==> src/rtl/tvu_pkg.sv <==
package tvu_pkg;

    localparam int WORD_W  = 32;
    localparam int IDX_W   = $clog2(WORD_W);
    localparam int LEN_W   = 3;
    localparam int NUM_VEC = 4;
    localparam int VEC_W   = 1 + LEN_W + 1 + IDX_W;
    localparam int VIDX_W  = $clog2(NUM_VEC);

    typedef struct packed {
        logic             stop;
        logic [LEN_W-1:0] len;
        logic             dir;
        logic [IDX_W-1:0] start;
    } vec_t;

    typedef enum logic [0:0] {
        ST_IDLE  = 1'b0,
        ST_SHIFT = 1'b1
    } tvu_state_t;

    function automatic vec_t default_vec(input int i);
        vec_t v;
        v.stop  = (i == NUM_VEC - 1);
        v.len   = LEN_W'((1 << LEN_W) - 1);
        v.dir   = 1'b0;
        v.start = IDX_W'(i * (1 << LEN_W));
        return v;
    endfunction

endpackage

==> src/rtl/tvu_cfg_bank.sv <==
module tvu_cfg_bank
    import tvu_pkg::*;
#(
    parameter int NV = NUM_VEC
) (
    input  logic                   clk,
    input  logic                   rst_n,
    input  logic                   cfg_we,
    input  logic [2*VEC_W-1:0]     cfg_lo,
    input  logic [2*VEC_W-1:0]     cfg_hi,
    input  logic                   snap_en,
    output vec_t [NV-1:0]          act_vec
);

    vec_t [NV-1:0] prog_vec;
    vec_t [NV-1:0] wr_vec;

    for (genvar g = 0; g < NV; g++) begin : g_vec
        if (g < 2) begin : g_lo
            assign wr_vec[g] = vec_t'(cfg_lo[(g % 2)*VEC_W +: VEC_W]);
        end else begin : g_hi
            assign wr_vec[g] = vec_t'(cfg_hi[(g % 2)*VEC_W +: VEC_W]);
        end

        always_ff @(posedge clk or negedge rst_n) begin
            if (!rst_n) begin
                prog_vec[g] <= default_vec(g);
            end else if (cfg_we) begin
                prog_vec[g] <= wr_vec[g];
            end
        end

        always_ff @(posedge clk or negedge rst_n) begin
            if (!rst_n) begin
                act_vec[g] <= default_vec(g);
            end else if (snap_en) begin
                act_vec[g] <= prog_vec[g];
            end
        end
    end

endmodule

==> src/rtl/tvu_bit_pick.sv <==
module tvu_bit_pick
    import tvu_pkg::*;
(
    input  logic [WORD_W-1:0] word,
    input  vec_t              vec,
    input  logic [LEN_W-1:0]  step,
    output logic              bit_out
);

    logic [IDX_W-1:0] idx;

    always_comb begin
        if (vec.dir) begin
            idx = vec.start - IDX_W'(step);
        end else begin
            idx = vec.start + IDX_W'(step);
        end
        bit_out = word[idx];
    end

endmodule

==> src/rtl/tvu_seq.sv <==
module tvu_seq
    import tvu_pkg::*;
#(
    parameter int NV = NUM_VEC
) (
    input  logic                clk,
    input  logic                rst_n,
    input  logic                word_valid,
    input  logic [WORD_W-1:0]   word_data,
    output logic                word_ready,
    input  logic                bit_ready,
    output logic                bit_valid,
    output logic                bit_last,
    input  vec_t [NV-1:0]       act_vec,
    output logic                snap_en,
    output logic [WORD_W-1:0]   word_q,
    output vec_t                cur_vec,
    output logic [LEN_W-1:0]    bit_cnt
);

    localparam int VW = $clog2(NV);

    tvu_state_t      state, state_nx;
    logic [VW-1:0]   vec_idx;
    logic            accept, fire, at_len, final_vec;

    assign cur_vec   = act_vec[vec_idx];
    assign at_len    = (bit_cnt == cur_vec.len);
    assign final_vec = cur_vec.stop || (vec_idx == VW'(NV - 1));
    assign accept    = (state == ST_IDLE) && word_valid;
    assign fire      = (state == ST_SHIFT) && bit_ready;

    // state register
    always_ff @(posedge clk or negedge rst_n) begin
        if (!rst_n) begin
            state <= ST_IDLE;
        end else begin
            state <= state_nx;
        end
    end

    always_comb begin
        state_nx = state;
        unique case (state)
            ST_IDLE:  if (word_valid)                  state_nx = ST_SHIFT;
            ST_SHIFT: if (bit_ready && at_len && final_vec) state_nx = ST_IDLE;
            default:  state_nx = ST_IDLE;
        endcase
    end

    // word capture and walk counters
    always_ff @(posedge clk or negedge rst_n) begin
        if (!rst_n) begin
            word_q  <= '0;
            vec_idx <= '0;
            bit_cnt <= '0;
        end else if (accept) begin
            word_q  <= word_data;
            vec_idx <= '0;
            bit_cnt <= '0;
        end else if (fire) begin
            if (at_len) begin
                bit_cnt <= '0;
                if (!final_vec) begin
                    vec_idx <= vec_idx + 1'b1;
                end
            end else begin
                bit_cnt <= bit_cnt + 1'b1;
            end
        end
    end

    // outputs
    always_comb begin
        word_ready = 1'b0;
        bit_valid  = 1'b0;
        bit_last   = 1'b0;
        snap_en    = 1'b0;
        unique case (state)
            ST_IDLE: begin
                word_ready = 1'b1;
                snap_en    = word_valid;
            end
            ST_SHIFT: begin
                bit_valid = 1'b1;
                bit_last  = at_len && final_vec;
            end
            default: ;
        endcase
    end

    p_accept_starts_r8: assert property (@(posedge clk) disable iff (!rst_n)
        word_valid && word_ready |=> bit_valid && !word_ready);

    p_cnt_in_run_r3: assert property (@(posedge clk) disable iff (!rst_n)
        bit_valid |-> bit_cnt <= cur_vec.len);

    p_no_walk_past_stop_r5: assert property (@(posedge clk) disable iff (!rst_n)
        bit_valid && vec_idx != '0 |-> !act_vec[vec_idx - 1'b1].stop);

    p_frozen_vectors_r10: assert property (@(posedge clk) disable iff (!rst_n)
        bit_valid && !(bit_ready && bit_last) |=> $stable(act_vec));

endmodule

==> src/rtl/tx_vec_unpacker.sv <==
module tx_vec_unpacker
    import tvu_pkg::*;
(
    input  logic                 clk,
    input  logic                 rst_n,
    input  logic                 cfg_we,
    input  logic [2*VEC_W-1:0]   cfg_lo,
    input  logic [2*VEC_W-1:0]   cfg_hi,
    input  logic                 word_valid,
    input  logic [WORD_W-1:0]    word_data,
    output logic                 word_ready,
    output logic                 bit_valid,
    output logic                 bit_data,
    output logic                 bit_last,
    input  logic                 bit_ready
);

    vec_t [NUM_VEC-1:0] act_vec;
    vec_t               cur_vec;
    logic               snap_en;
    logic [WORD_W-1:0]  word_q;
    logic [LEN_W-1:0]   bit_cnt;

    tvu_cfg_bank #(.NV(NUM_VEC)) u_cfg (
        .clk     (clk),
        .rst_n   (rst_n),
        .cfg_we  (cfg_we),
        .cfg_lo  (cfg_lo),
        .cfg_hi  (cfg_hi),
        .snap_en (snap_en),
        .act_vec (act_vec)
    );

    tvu_seq #(.NV(NUM_VEC)) u_seq (
        .clk        (clk),
        .rst_n      (rst_n),
        .word_valid (word_valid),
        .word_data  (word_data),
        .word_ready (word_ready),
        .bit_ready  (bit_ready),
        .bit_valid  (bit_valid),
        .bit_last   (bit_last),
        .act_vec    (act_vec),
        .snap_en    (snap_en),
        .word_q     (word_q),
        .cur_vec    (cur_vec),
        .bit_cnt    (bit_cnt)
    );

    tvu_bit_pick u_pick (
        .word    (word_q),
        .vec     (cur_vec),
        .step    (bit_cnt),
        .bit_out (bit_data)
    );

    p_hold_under_stall_r7: assert property (@(posedge clk) disable iff (!rst_n)
        bit_valid && !bit_ready |=> bit_valid && $stable(bit_data) && $stable(bit_last));

    p_last_frees_input_r9: assert property (@(posedge clk) disable iff (!rst_n)
        bit_valid && bit_ready && bit_last |=> word_ready && !bit_valid);

    p_exclusive_sides_r8: assert property (@(posedge clk) disable iff (!rst_n)
        !(word_ready && bit_valid));

endmodule

==> config.mk <==
export PLATFORM = sky130hd
export DESIGN_NAME = tx_vec_unpacker
export DESIGN_NICKNAME = d
export VERILOG_FILES = /design/src/rtl/tvu_pkg.sv /design/src/rtl/tvu_cfg_bank.sv /design/src/rtl/tvu_bit_pick.sv /design/src/rtl/tvu_seq.sv /design/src/rtl/tx_vec_unpacker.sv
export SDC_FILE = /design/constraint.sdc
export NUM_CORES = 1
export LEC_CHECK = 0
export BUFFER_PORTS_ARGS = -buffer_cell sky130_fd_sc_hd__buf_2
export CAP_MARGIN = 30
export CORE_MARGIN = 5
export CORE_UTILIZATION = 40
export DETAILED_ROUTE_END_ITERATION = 12
export GPL_TIMING_DRIVEN = 0
export PLACE_DENSITY_LB_ADDON = 0.15
export RECOVER_POWER = 100
export SLEW_MARGIN = 10
export SYNTH_ARGS = -nofsm -noshare
export SYNTH_HDL_FRONTEND = slang
export SYNTH_SLANG_ARGS = --single-unit
==> constraint.sdc <==
create_clock -name clk -period 5.69 [get_ports clk]
set_input_delay 0.8535 -clock clk [delete_from_list [all_inputs] [get_ports clk]]
set_output_delay 0.8535 -clock clk [all_outputs]
set_load 0.01 [all_outputs]
Word-level counts from Yosys, hierarchy flattened
Cells that the tools add are included.
- flip-flop bits (word level): 118
- input bits: 77
- output and inout port bits: 4
- logic and storage cells: 74
- add/sub/neg operators: 4
- magnitude comparators: 2
- eq/ne operators: 3
- muxes and demuxes: 19
- bitwise gates (word level): 1
- reduce and logical (&&, ||, !) cells: 9
- operator list (operator ; number):
    $bmux W10 S2 ; 1
    $mux W10 ; 1
    $mux W3 ; 3
    $mux W2 ; 4
    $mux W1 ; 7
    $lt A5 B6 Y1 const B ; 1
    $add A5 B3 Y5 ; 1
    $bmux W1 S5 ; 1
    $logic_and A1 B1 Y1 ; 5
    $mux W5 ; 1
    $sub A5 B3 Y5 ; 1
    $reduce_bool A2 Y1 ; 2
    $add A3 B1 Y3 const B ; 1
    $eq A3 B3 Y1 ; 1
    $lt A2 B3 Y1 const B ; 1
    $reduce_and A3 Y1 ; 1
    $add A2 B1 Y2 const B ; 1
    $eq A2 B2 Y1 const B ; 1
    $ne A2 B1 Y1 const B ; 1
    $pmux W1 S2 ; 1
    $logic_or A1 B1 Y1 ; 1
    $not A1 Y1 ; 1

Depth between registers and ports, before layout
Gate-level depths: netlist (run 1).
- word-level depth: 7
- gate-level depth with buffers: 12

Hierarchy
Synthesis (run 1) repeated with hierarchy kept, for this count alone.
- cells, all modules: 326
- area total of the unflattened synthesis: 5337.6 µm²
- modules (own cells, without submodules) (module ; times used ; cells an instance ; area each (µm²) ; sequential area each (µm²)):
    tvu_cfg_bank ; 1 ; 168 ; 3035.4 ; 2044.5
    tvu_seq ; 1 ; 116 ; 1819.2 ; 950.9
    tvu_bit_pick ; 1 ; 42 ; 483.0 ; 0.0

Least setup slack after synthesis (run 1)
OpenSTA, ideal clock, no wires.
- path type: flip-flop to output port
- start: register u_seq.vec_idx[0]
- end: output bit_data
- arrival: 2971 ps
- setup slack: 1865 ps
- stages on the path, launching flop included: 11
- path buffers: 2
- cell sequence: dfrtp_1 > buf_6 > mux4_1 > mux2i_1 > fa_1 > clkbuf_1 > mux4_2 > nand2_1 > a211oi_1 > nor2_1 > mux2i_1
- cells in the longest elaborated chain, start to end: 6
- ends and longest elaborated chain (element ; line ; RTL):
    from (decl) ; tvu_seq.sv:24 ; logic [VW-1:0] vec_idx;
    from (signal assigned) ; tvu_seq.sv:65 ; vec_idx <= vec_idx + 1'b1;
    $bmux W10 S2 (*) ; tvu_seq.sv:27 ; assign cur_vec = act_vec[vec_idx];
    $mux W10 (implied by the code) (*) ; tvu_seq.sv:27 ;
    $add A5 B3 Y5 or $sub A5 B3 Y5 (tied branches) ; tvu_bit_pick.sv:16, tvu_bit_pick.sv:14 ;
    $mux W5 (*) ; tvu_bit_pick.sv:13 ; if (vec.dir) begin
    $bmux W1 S5 (*) ; tvu_bit_pick.sv:18 ; bit_out = word[idx];
    $mux W1 (implied by the code) (*) ; tvu_bit_pick.sv:18 ;
    to (decl) ; tx_vec_unpacker.sv:13 ; output logic bit_data,
Every way passes the cells marked *; elsewhere a longest branch is shown, timed or not. The select of a mux whose other input is x is not followed.

Final worst setup path (run 1)
Same ends and word-level chain as after synthesis.

==> results.ini, run 1 <==
[outcome]
status = finished with violations
violations = capacitance limit, slew limit

[timing]
worst_slew_pin_slew_ns = 2.12
finClkSkew_ns = 0.00453
rsz0062_at_grt = false
finalHoldViolCount = 0
fmax_mhz = 204
setup_viol = 0
setup_tns_ns = 0
worst_hold_slack_ns = 0.451
finalMaxSlewViolations = 121
relSlewSlack_pct = -41.0
min_period_ns = 4.90
fin_crit_sh_pct = 86.0

[global_route]
grt_max_degree = 87
grt_usage_pct = 16.2
grt_pass1_vias = 4121
grt-ovfl-total = 0
grt_pass1_wl_um = 20100
antenna_found_initial = 0

[clock_network]
clkTransAtPathRegs_ns = 0.05
clkSinkCount = 118
insertion_delay_ns = 0.41
tritoncts = done
cts_resized = 0
cts_buffers = 17
cts_hold_buf = 0
cts_buffer_depth = 2
cts_setup_buffers = 0
cts-htree-levels = 4
cts-root-buf = clkbuf_16

[yosys]
synth_fa_ha_area_share_pct = 2.25
synth-warning-count = 0
syn_avg_cell_area_um2 = 10.9
ys_seq_area_share_pct = 56.2
synthDistinctLibCells = 43
synth-compound-area-share_pct = 2.16
yosys_register_bits = 118
syn-num-nets = 574
syn-instance-count = 488
synth_mux_area_share_pct = 17.2
synth-xor-area-share_pct = 1.29
synth_top_family_by_area = simple AND/OR/NAND/NOR gates
synth_simple_gate_area_share_pct = 18.4
netlist_area_um2 = 5330

[setup_path]
cp_slowest_cell = mux4_1
arrival_ns = 4.04
crit_chain = buf_6 > mux4_1 > mux2i_1 > fa_1 > clkbuf_1 > mux4_2 > nand2_1 > a211oi_1 > nor2_1 > mux2i_1 > clkbuf_1
cp_data_required_time_ns = 4.84
crit_family = multiplexers
critPathCaptureType = output port
path_buf_inv = 3
cp-start-kind = flip-flop
path_class = flip-flop to output port
crit_path_max_fanout = 10
cp_slowest_stage_delay_ns = 0.71

[cells_and_area]
num-nets-final = 673
fin_util_pct = 49.7
area_growth_pct = 22.6
antenna-diode-count = 0
stdcell_count = 776
final_common_cell = nand2_1
drive_above_1_share_pct = 33.2
final_cell_mix = nand2_1, dfrtp_1, buf_2

[die]
die-area_um2 = 15700
initial_utilization_pct = 40.6
ioPinCount = 81
die_y_um = 125
core.rowCount = 42
fp.coreArea_um2 = 13100
die_x_um = 125

[min_path]
hp-class = flip-flop to flip-flop

[power_and_ir_drop]
vdd_ir_drop_max_mv = 0.278
p_leak_nw = 3.17
p_per_area_nw_per_um2 = 613

[route]
dr_total_vias = 3700
detail_route.vias_per_cell = 4.77
drt_iter0_drc = 200
drc = 0
wl_um = 11700
postRouteAntennaNets = 0
wl_per_cell_um = 15.1
firstDrtPassIters = 4

[run]
drv_cap = 2

[place]
portBuffers = 79
gp_congestion = 0.770
placedCellCount = 744
hpwl_um = 8330

==> per-stage QoR <==
stage | instance area (µm²) | setup WS [ns] | total power (W)
finish | 6530 | 0.794 | 0.00401
global placement | 5940 | 1.27 | 0.00295
floorplan | 5330 | 1.87 | 0.00255
global route | 6530 | 0.593 | 0.00431
CTS | 6590 | 0.738 | 0.00410
detailed placement | 5980 | 1.26 | 0.00298
==> worst min-delay path: stages, from the launching register on <==
cell and delay (ns):
dfstp_2 0.36, nand2_1 0.05, nand2_1 0.04
==> flip-flops by register name, summed over array words and instances (netlist names) <==
register and flops:
u_cfg.act_vec 40, u_cfg.prog_vec 40, u_seq.bit_cnt 3, u_seq.state 1
u_seq.vec_idx 2, u_seq.word_q 32
==> layer usage <==
layer  vias to the layer above  share of wire [%]  global-route usage [%]
li1                       1813                  -                       -
met1                      1804                 46                    20.7
met2                        75                 48                    25.7
met3                         8                4.8                    5.25
met4                         0               0.93                    6.19
met5                         -                  0                       0
==> Yosys cell counts <==
master | number | area share (%)
mux2_2 | 40 | 8.5
a21oi_2 | 1 | 0.16
buf_2 | 1 | 0.094
a2bb2oi_1 | 2 | 0.33
nand3_2 | 1 | 0.19
mux2i_1 | 3 | 0.56
nand3b_1 | 1 | 0.14
a211oi_1 | 2 | 0.28
nor3_1 | 1 | 0.094
clkbuf_1 | 18 | 1.3
a21oi_1 | 3 | 0.28
clkbuf_8 | 1 | 0.26
nor2_2 | 1 | 0.12
a21boi_0 | 1 | 0.14
buf_6 | 1 | 0.21
mux4_2 | 10 | 4.2
dfrtp_1 | 84 | 39
nand3_1 | 4 | 0.38
a21o_1 | 1 | 0.14
o21ai_0 | 2 | 0.19
xnor2_1 | 5 | 0.82
nand4_1 | 2 | 0.23
a22o_1 | 1 | 0.16
inv_1 | 6 | 0.42
and3_4 | 1 | 0.21
o31ai_1 | 1 | 0.14
nand2_1 | 227 | 16
buf_1 | 3 | 0.21
mux4_1 | 8 | 3.9
dfstp_2 | 34 | 17
or2_2 | 1 | 0.12
a31o_2 | 1 | 0.16
and3_2 | 1 | 0.14
nor2b_1 | 1 | 0.12
a41oi_1 | 1 | 0.16
nor2_1 | 3 | 0.21
xor2_1 | 1 | 0.16
nor3_2 | 1 | 0.19
and3_1 | 1 | 0.12
and3b_1 | 1 | 0.16
xnor2_2 | 1 | 0.31
ha_1 | 8 | 1.9
fa_1 | 1 | 0.38
==> final timing paths <==
path | cells after the start | slack, ns | end | start
max | 11 | 0.79 | bit_data | u_seq.vec_idx[0]
min | 2 | 0.45 | u_cfg.act_vec[17] | u_cfg.prog_vec[17]
max reg2reg | 6 | 3.57 | u_seq.vec_idx[1] | u_seq.vec_idx[0]
min reg2reg | 2 | 0.45 | u_cfg.act_vec[17] | u_cfg.prog_vec[17]
max in group asynchronous | 2 | 1.89 | u_cfg.prog_vec[29] | rst_n
min in group asynchronous | 1 | 0.92 | u_seq.word_q[5] | rst_n
==> layout make-up <==
class	count	area, µm²
Sequential cell	118	3000
Buffer	24	109
Tap cell	176	220
Inverter	6	22.5
Clock inverter	13	155
Fill cell	1227	6610
Clock buffer	19	453
Timing Repair Buffer	80	393
Multi-Input combinational cell	340	2180
==> power breakdown <==
part / internal [W] / total, W / switching, W
clock: 0.000708 / 0.00109 / 0.000382
sequential: 0.00116 / 0.00132 / 0.000156
combinational: 0.000776 / 0.00160 / 0.000825
==> logic make-up (layout without fill, tap and decap cells) <==
kind of cell | after synthesis | after routing
buffers and inverters | 30 | 142
adders and majority gates | 9 | 9
xor gates and xnor gates | 7 | 7
and+or+nand+nor | 247 | 247
DFF | 118 | 118
AOI/OAI and AO/OA | 16 | 16
muxes | 61 | 61
(Power assumes the default switching activity.)
==> inputs of run 2 (changes only) <==
- CORE_MARGIN: 5 -> unset
==> results.ini, run 2 (same netlist as run 1, synthesis figures left out) <==
[setup_path]
cp-start-kind = flip-flop  ; unchanged
cp_slowest_stage_delay_ns = 0.69  ; was 0.71 ns
crit_end = bit_data  ; unchanged
r2r_end = u_seq.vec_idx[1]  ; unchanged
path_class = flip-flop to output port  ; unchanged
regToRegSetupSlack_ns = 3.57  ; about the same
reg2reg_from = u_seq.vec_idx[0]  ; unchanged
arrival_ns = 3.97  ; was 4.04 ns
crit_path_max_fanout = 10  ; unchanged
crit_chain = buf_6 > mux4_1 > mux2i_1 > fa_1 > clkbuf_1 > mux4_2 > nand2_1 > a211oi_1 > nor2_1 > mux2i_1 > clkbuf_1  ; unchanged
cp_slowest_cell = mux4_1  ; unchanged
startpoint = u_seq.vec_idx[0]  ; unchanged
cp_data_required_time_ns = 4.84  ; about the same
ff2ff_path_depth = 6  ; unchanged
critPathCaptureType = output port  ; unchanged

[run]
drv_cap = 2  ; unchanged

[power_and_ir_drop]
p_per_area_nw_per_um2 = 605  ; was 613 nW/µm²
p_sw_share_pct = 34.8  ; was 34.0%
seq_power_share_pct = 33.6  ; was 32.8%
pwr-share-clk_pct = 25.5  ; was 27.2%
power_frac_comb_pct = 40.9  ; was 40.0%
vdd_ir_drop_max_mv = 0.230  ; was 0.278 mV
p_int_w = 0.00256  ; was 0.00264 W
p_total_w = 0.00392  ; was 0.00401 W
p_sw_w = 0.00136  ; about the same
p_leak_nw = 3.13  ; was 3.17 nW

[clock_network]
cts_buffers = 17  ; unchanged
clkTransAtPathRegs_ns = 0.06  ; was 0.05 ns
cts_hold_buf = 0  ; unchanged
cts-root-buf = clkbuf_16  ; unchanged
clkSinkCount = 118  ; unchanged
cts-htree-levels = 4  ; unchanged
tritoncts = done  ; unchanged
cts_setup_buffers = 0  ; unchanged
cts_resized = 0  ; unchanged
insertion_delay_ns = 0.42  ; was 0.41 ns
cts_buffer_depth = 2  ; unchanged

[route]
dr_total_vias = 3682  ; was 3700
drt_iter0_drc = 171  ; was 200
firstDrtPassIters = 4  ; unchanged
postRouteAntennaNets = 0  ; unchanged
wl_per_cell_um = 14.6  ; was 15.1 µm
drc = 0  ; unchanged
wl_um = 11300  ; was 11700 µm
detail_route.vias_per_cell = 4.77  ; about the same

[global_route]
grt_max_degree = 79  ; was 87
grt_pass1_vias = 3856  ; was 4121
grt_usage_pct = 17.9  ; was 16.2%
grt-ovfl-total = 0  ; unchanged
antenna_found_initial = 0  ; unchanged
grt_pass1_wl_um = 18900  ; was 20100 µm

[place]
gp_congestion = 0.770  ; about the same
preCtsSetupSlack_ns = 1.29  ; was 1.26 ns
portBuffers = 79  ; unchanged
hpwl_um = 8050  ; was 8330 µm

[timing]
setup_tns_ns = 0  ; unchanged
finalMaxSlewViolations = 121  ; unchanged
setup_viol = 0  ; unchanged
relSlewSlack_pct = -46.7  ; was -41.0%
finalHoldViolCount = 0  ; unchanged
finClkSkew_ns = 0.00876  ; was 0.00453 ns
min_period_ns = 4.83  ; was 4.90 ns
worst_hold_slack_ns = 0.454  ; was 0.451 ns
rsz0062_at_grt = false  ; unchanged
fin_crit_sh_pct = 84.8  ; was 86.0%
setup_ws_ns = 0.862  ; was 0.794 ns
worst_slew_pin_slew_ns = 2.20  ; was 2.12 ns
fmax_mhz = 207  ; was 204 MHz

[cells_and_area]
final-seq-area_um2 = 3000  ; unchanged
nFillCells = 1223  ; was 1227
final_common_cell = nand2_1  ; unchanged
final_cell_mix = nand2_1, dfrtp_1, buf_2  ; unchanged
num-nets-final = 673  ; unchanged
multi_input_area_um2 = 2180  ; about the same
area_growth_pct = 21.6  ; was 22.6%
drive_above_1_share_pct = 32.8  ; was 33.2%
reg.largest.list = u_cfg.act_vec x40, u_cfg.prog_vec x40, u_seq.word_q x32  ; unchanged
antenna-diode-count = 0  ; unchanged

[die]
fp.coreArea_um2 = 12800  ; was 13100 µm²
die_x_um = 117  ; was 125 µm
initial_utilization_pct = 41.5  ; was 40.6%
die_y_um = 117  ; was 125 µm
ioPinCount = 81  ; unchanged
die-area_um2 = 13800  ; was 15700 µm²
core.rowCount = 41  ; was 42

[outcome]
violations = capacitance limit, slew limit  ; unchanged
status = finished with violations  ; unchanged

[min_path]
hp-class = flip-flop to flip-flop  ; unchanged

==> run 2: how the worst min path moves through the flow <==
| stage | from | end | slack, ns | cells past startpoint |
|---|---|---|---|---|
| 3_5_place_dp | u_cfg.prog_vec[24] | u_cfg.act_vec[24] | 0.45 | 2 |
| 5_1_grt | u_cfg.prog_vec[13] | u_cfg.act_vec[13] | 0.46 | 2 |
| 6_report | u_cfg.act_vec[36] | u_cfg.act_vec[36] | 0.45 | 2 |
| 4_1_cts | rst_n | u_seq.word_q[13] | 0.35 | 1 |
| 3_3_place_gp | u_cfg.prog_vec[24] | u_cfg.act_vec[24] | 0.45 | 2 |
| 2_1_floorplan | u_cfg.prog_vec[13] | u_cfg.act_vec[13] | 0.43 | 2 |
==> run 2: power groups by stage <==
stage	sequential, W	combinational [W]	clock [W]
floorplan	0.00127	0.00128	0
global placement	0.00132	0.00162	0
detailed placement	0.00133	0.00165	0
CTS	0.00132	0.00166	0.00102
global route	0.00135	0.00181	0.00106
finish	0.00132	0.00160	0.000999
==> run 2: worst max-delay path: cells and delay by family, from the launching register on <==
family          cells  cell delay (ns)
compound gates      1             0.23
fa+ha+maj           1             0.52
buf+inv             3             0.81
flops               1             0.44
mux                 4             1.42
simple gates        2             0.13
==> run 2: routing by layer <==
layer / GRT usage (%) / wire length [µm]
met2: 28.1 / 5370
met4: 6.09 / 146
met1: 23.5 / 5310
met3: 5.64 / 448
met5: 0 / 0
==> run 2: cell type report <==
| type | instances | area share (%) |
|---|---|---|
| Buffer | 24 | 1.68 |
| Clock buffer | 21 | 7.11 |
| Clock inverter | 11 | 1.56 |
| Inverter | 6 | 0.348 |
| Multi-Input combinational cell | 340 | 33.7 |
| Sequential cell | 118 | 46.2 |
| Tap cell | 172 | 3.32 |
| Timing Repair Buffer | 80 | 6.06 |
==> run 2: per-stage QoR <==
stage               cells  area, µm²  utilization, %
floorplan             488       5330               -
global placement      739       5940            46.3
detailed placement    740       5970            46.6
CTS                   772       6530            50.9
global route          772       6480            50.5
finish                772       6480            50.5
==> inputs of run 3 (changes only) <==
- clock period: 5.69 -> 5 ns (I/O delays scaled with it)
==> results.ini, run 3 (same netlist as run 1, synthesis figures left out) <==
[route]
drt_iter0_drc = 156  ; was 171
drc = 0  ; unchanged
wl_um = 11300  ; about the same
detail_route.vias_per_cell = 4.79  ; was 4.77
dr_total_vias = 3694  ; was 3682
postRouteAntennaNets = 0  ; unchanged
firstDrtPassIters = 4  ; unchanged
wl_per_cell_um = 14.6  ; about the same

[setup_path]
cp_data_required_time_ns = 4.25  ; was 4.84 ns
r2r_end = u_seq.vec_idx[1]  ; unchanged
cp-start-kind = flip-flop  ; unchanged
path_class = flip-flop to output port  ; unchanged
cp_slowest_stage_delay_ns = 0.83  ; was 0.69 ns
reg2reg_from = u_seq.vec_idx[0]  ; unchanged
ff2ff_path_depth = 6  ; unchanged
crit_path_max_fanout = 10  ; unchanged
crit_top_cell = mux2i_1
arrival_ns = 3.84  ; was 3.97 ns
critPathCaptureType = output port  ; unchanged
cp_slowest_cell = fa_1  ; was mux4_1
regToRegSetupSlack_ns = 2.89  ; was 3.57 ns
crit_chain = buf_6 > mux4_1 > mux2i_1 > fa_1 > mux4_2 > nand2_1 > a211oi_1 > nor2_1 > mux2i_1 > clkbuf_1  ; was buf_6 > mux4_1 > mux2i_1 > fa_1 > clkbuf_1 > mux4_2 > nand2_1 > a211oi_1 > nor2_1 > mux2i_1 > clkbuf_1

[timing]
finClkSkew_ns = 0.00667  ; was 0.00876 ns
setup_ws_ns = 0.408  ; was 0.862 ns
finalHoldViolCount = 0  ; unchanged
finalMaxSlewViolations = 121  ; unchanged
fmax_mhz = 218
min_period_ns = 4.59
worst_slew_pin_slew_ns = 2.20  ; about the same
fin_crit_sh_pct = 91.8
worst_hold_slack_ns = 0.454  ; about the same
rsz0062_at_grt = false  ; unchanged
setup_tns_ns = 0  ; unchanged
relSlewSlack_pct = -46.6  ; was -46.7%
setup_viol = 0  ; unchanged

[outcome]
violations = capacitance limit, slew limit  ; unchanged
status = finished with violations  ; unchanged

[place]
gp_congestion = 0.770  ; unchanged
portBuffers = 79  ; unchanged
postPlaceCellArea_um2 = 5970  ; unchanged
hpwl_um = 8050  ; unchanged
preCtsSetupSlack_ns = 0.706  ; was 1.29 ns

[power_and_ir_drop]
p_per_area_nw_per_um2 = 690  ; was 605 nW/µm²
p_leak_nw = 3.13  ; about the same
vdd_ir_drop_max_mv = 0.304  ; was 0.230 mV
p_total_w = 0.00447  ; was 0.00392 W

[clock_network]
cts_buffer_depth = 2  ; unchanged
cts-htree-levels = 4  ; unchanged
cts-root-buf = clkbuf_16  ; unchanged
cts_setup_buffers = 0  ; unchanged
insertion_delay_ns = 0.42  ; about the same
clkSinkCount = 118  ; unchanged
tritoncts = done  ; unchanged
cts_resized = 0  ; unchanged
cts_buffers = 17  ; unchanged
clkTransAtPathRegs_ns = 0.06  ; about the same
cts_hold_buf = 0  ; unchanged

[min_path]
min_to = u_cfg.act_vec[24]  ; was u_cfg.act_vec[36]
hp-start = u_cfg.prog_vec[24]  ; was u_cfg.act_vec[36]
hp-class = flip-flop to flip-flop  ; unchanged
whs_path_depth = 2  ; unchanged

[global_route]
grt_pass1_wl_um = 18900  ; unchanged
grt_pass1_vias = 3856  ; unchanged
antenna_found_initial = 0  ; unchanged
grt_usage_pct = 17.9  ; unchanged
grt-ovfl-total = 0  ; unchanged
grt_max_degree = 79  ; unchanged

[die]
core.rowCount = 41  ; unchanged
ioPinCount = 81  ; unchanged
initial_utilization_pct = 41.5  ; unchanged
die-area_um2 = 13800  ; unchanged
fp.coreArea_um2 = 12800  ; unchanged
die_y_um = 117  ; unchanged
die_x_um = 117  ; unchanged

[run]
drv_cap = 2  ; unchanged

[cells_and_area]
num-nets-final = 672  ; was 673
drive_above_1_share_pct = 33.1  ; was 32.8%
reg.largest.list = u_cfg.act_vec x40, u_cfg.prog_vec x40, u_seq.word_q x32  ; unchanged
nFillCells = 1225  ; was 1223
final_common_cell = nand2_1  ; unchanged
fin_area_um2 = 6480  ; about the same
antenna-diode-count = 0  ; unchanged
area_growth_pct = 21.6  ; about the same
final_cell_mix = nand2_1, dfrtp_1, buf_2  ; unchanged

-- run 3: changes by cell type in the layout (fill, tap and decap cells not counted) --
cell	change
clkbuf_1	-2
buf_2	+1
-- run 3: power by group --
part           internal [W]  switching, W  total [W]
combinational      0.000890      0.000938    0.00183
sequential          0.00132      0.000181    0.00150
clock              0.000707      0.000430    0.00114
total               0.00292       0.00155    0.00447
-- run 3: worst max-delay path: cells and delay by family, from the launching register on --
family / cells / cell delay [ns]
buffers and inverters: 2 / 0.38
AND/OR/NAND/NOR: 2 / 0.13
adder cells (fa/ha/maj): 1 / 0.83
flip-flops: 1 / 0.44
AO/OA/AOI/OAI: 1 / 0.23
multiplexers: 4 / 1.40
-- run 3: how the worst max path moves through the flow --
stage | from | to | depth (start not counted)
after floorplan | u_seq.vec_idx[0] | bit_data | 10
after global placement | u_seq.vec_idx[0] | bit_data | 11
after CTS | u_seq.vec_idx[0] | bit_data | 11
final | u_seq.vec_idx[0] | bit_data | 10
after detailed placement | u_seq.vec_idx[0] | bit_data | 11
after global routing | u_seq.vec_idx[0] | bit_data | 10
-- run 3: area by class of cell --
| cell class | instances | area [µm²] | share of cell area, % |
|---|---|---|---|
| sequential | 118 | 3000 | 46.2 |
| clock buffer | 21 | 460 | 7.11 |
| clock inverter | 11 | 101 | 1.56 |
| timing repair buffer | 80 | 394 | 6.08 |
| inverter | 6 | 22.5 | 0.348 |
| multi-input combinational | 340 | 2180 | 33.7 |
| buffer | 23 | 105 | 1.62 |
| tap | 172 | 215 | 3.32 |
-- run 3: metal layers --
layer | share of wire, % | wire (µm) | GRT usage (%) | vias to the layer above
met5 | 0 | 0 | 0 | -
li1 | - | - | - | 1812
met1 | 47 | 5290 | 23.5 | 1792
met4 | 1.2 | 137 | 6.09 | 0
met2 | 48 | 5370 | 28.1 | 78
met3 | 4.1 | 459 | 5.64 | 12
-- run 3: stage by stage --
| step | util [%] | std cells |
|---|---|---|
| 5_1_grt | 50.5 | 771 |
| 3_3_place_gp | 46.3 | 739 |
| 3_5_place_dp | 46.6 | 740 |
| 4_1_cts | 50.9 | 772 |
| 6_report | 50.5 | 771 |
| 2_1_floorplan | - | 488 |
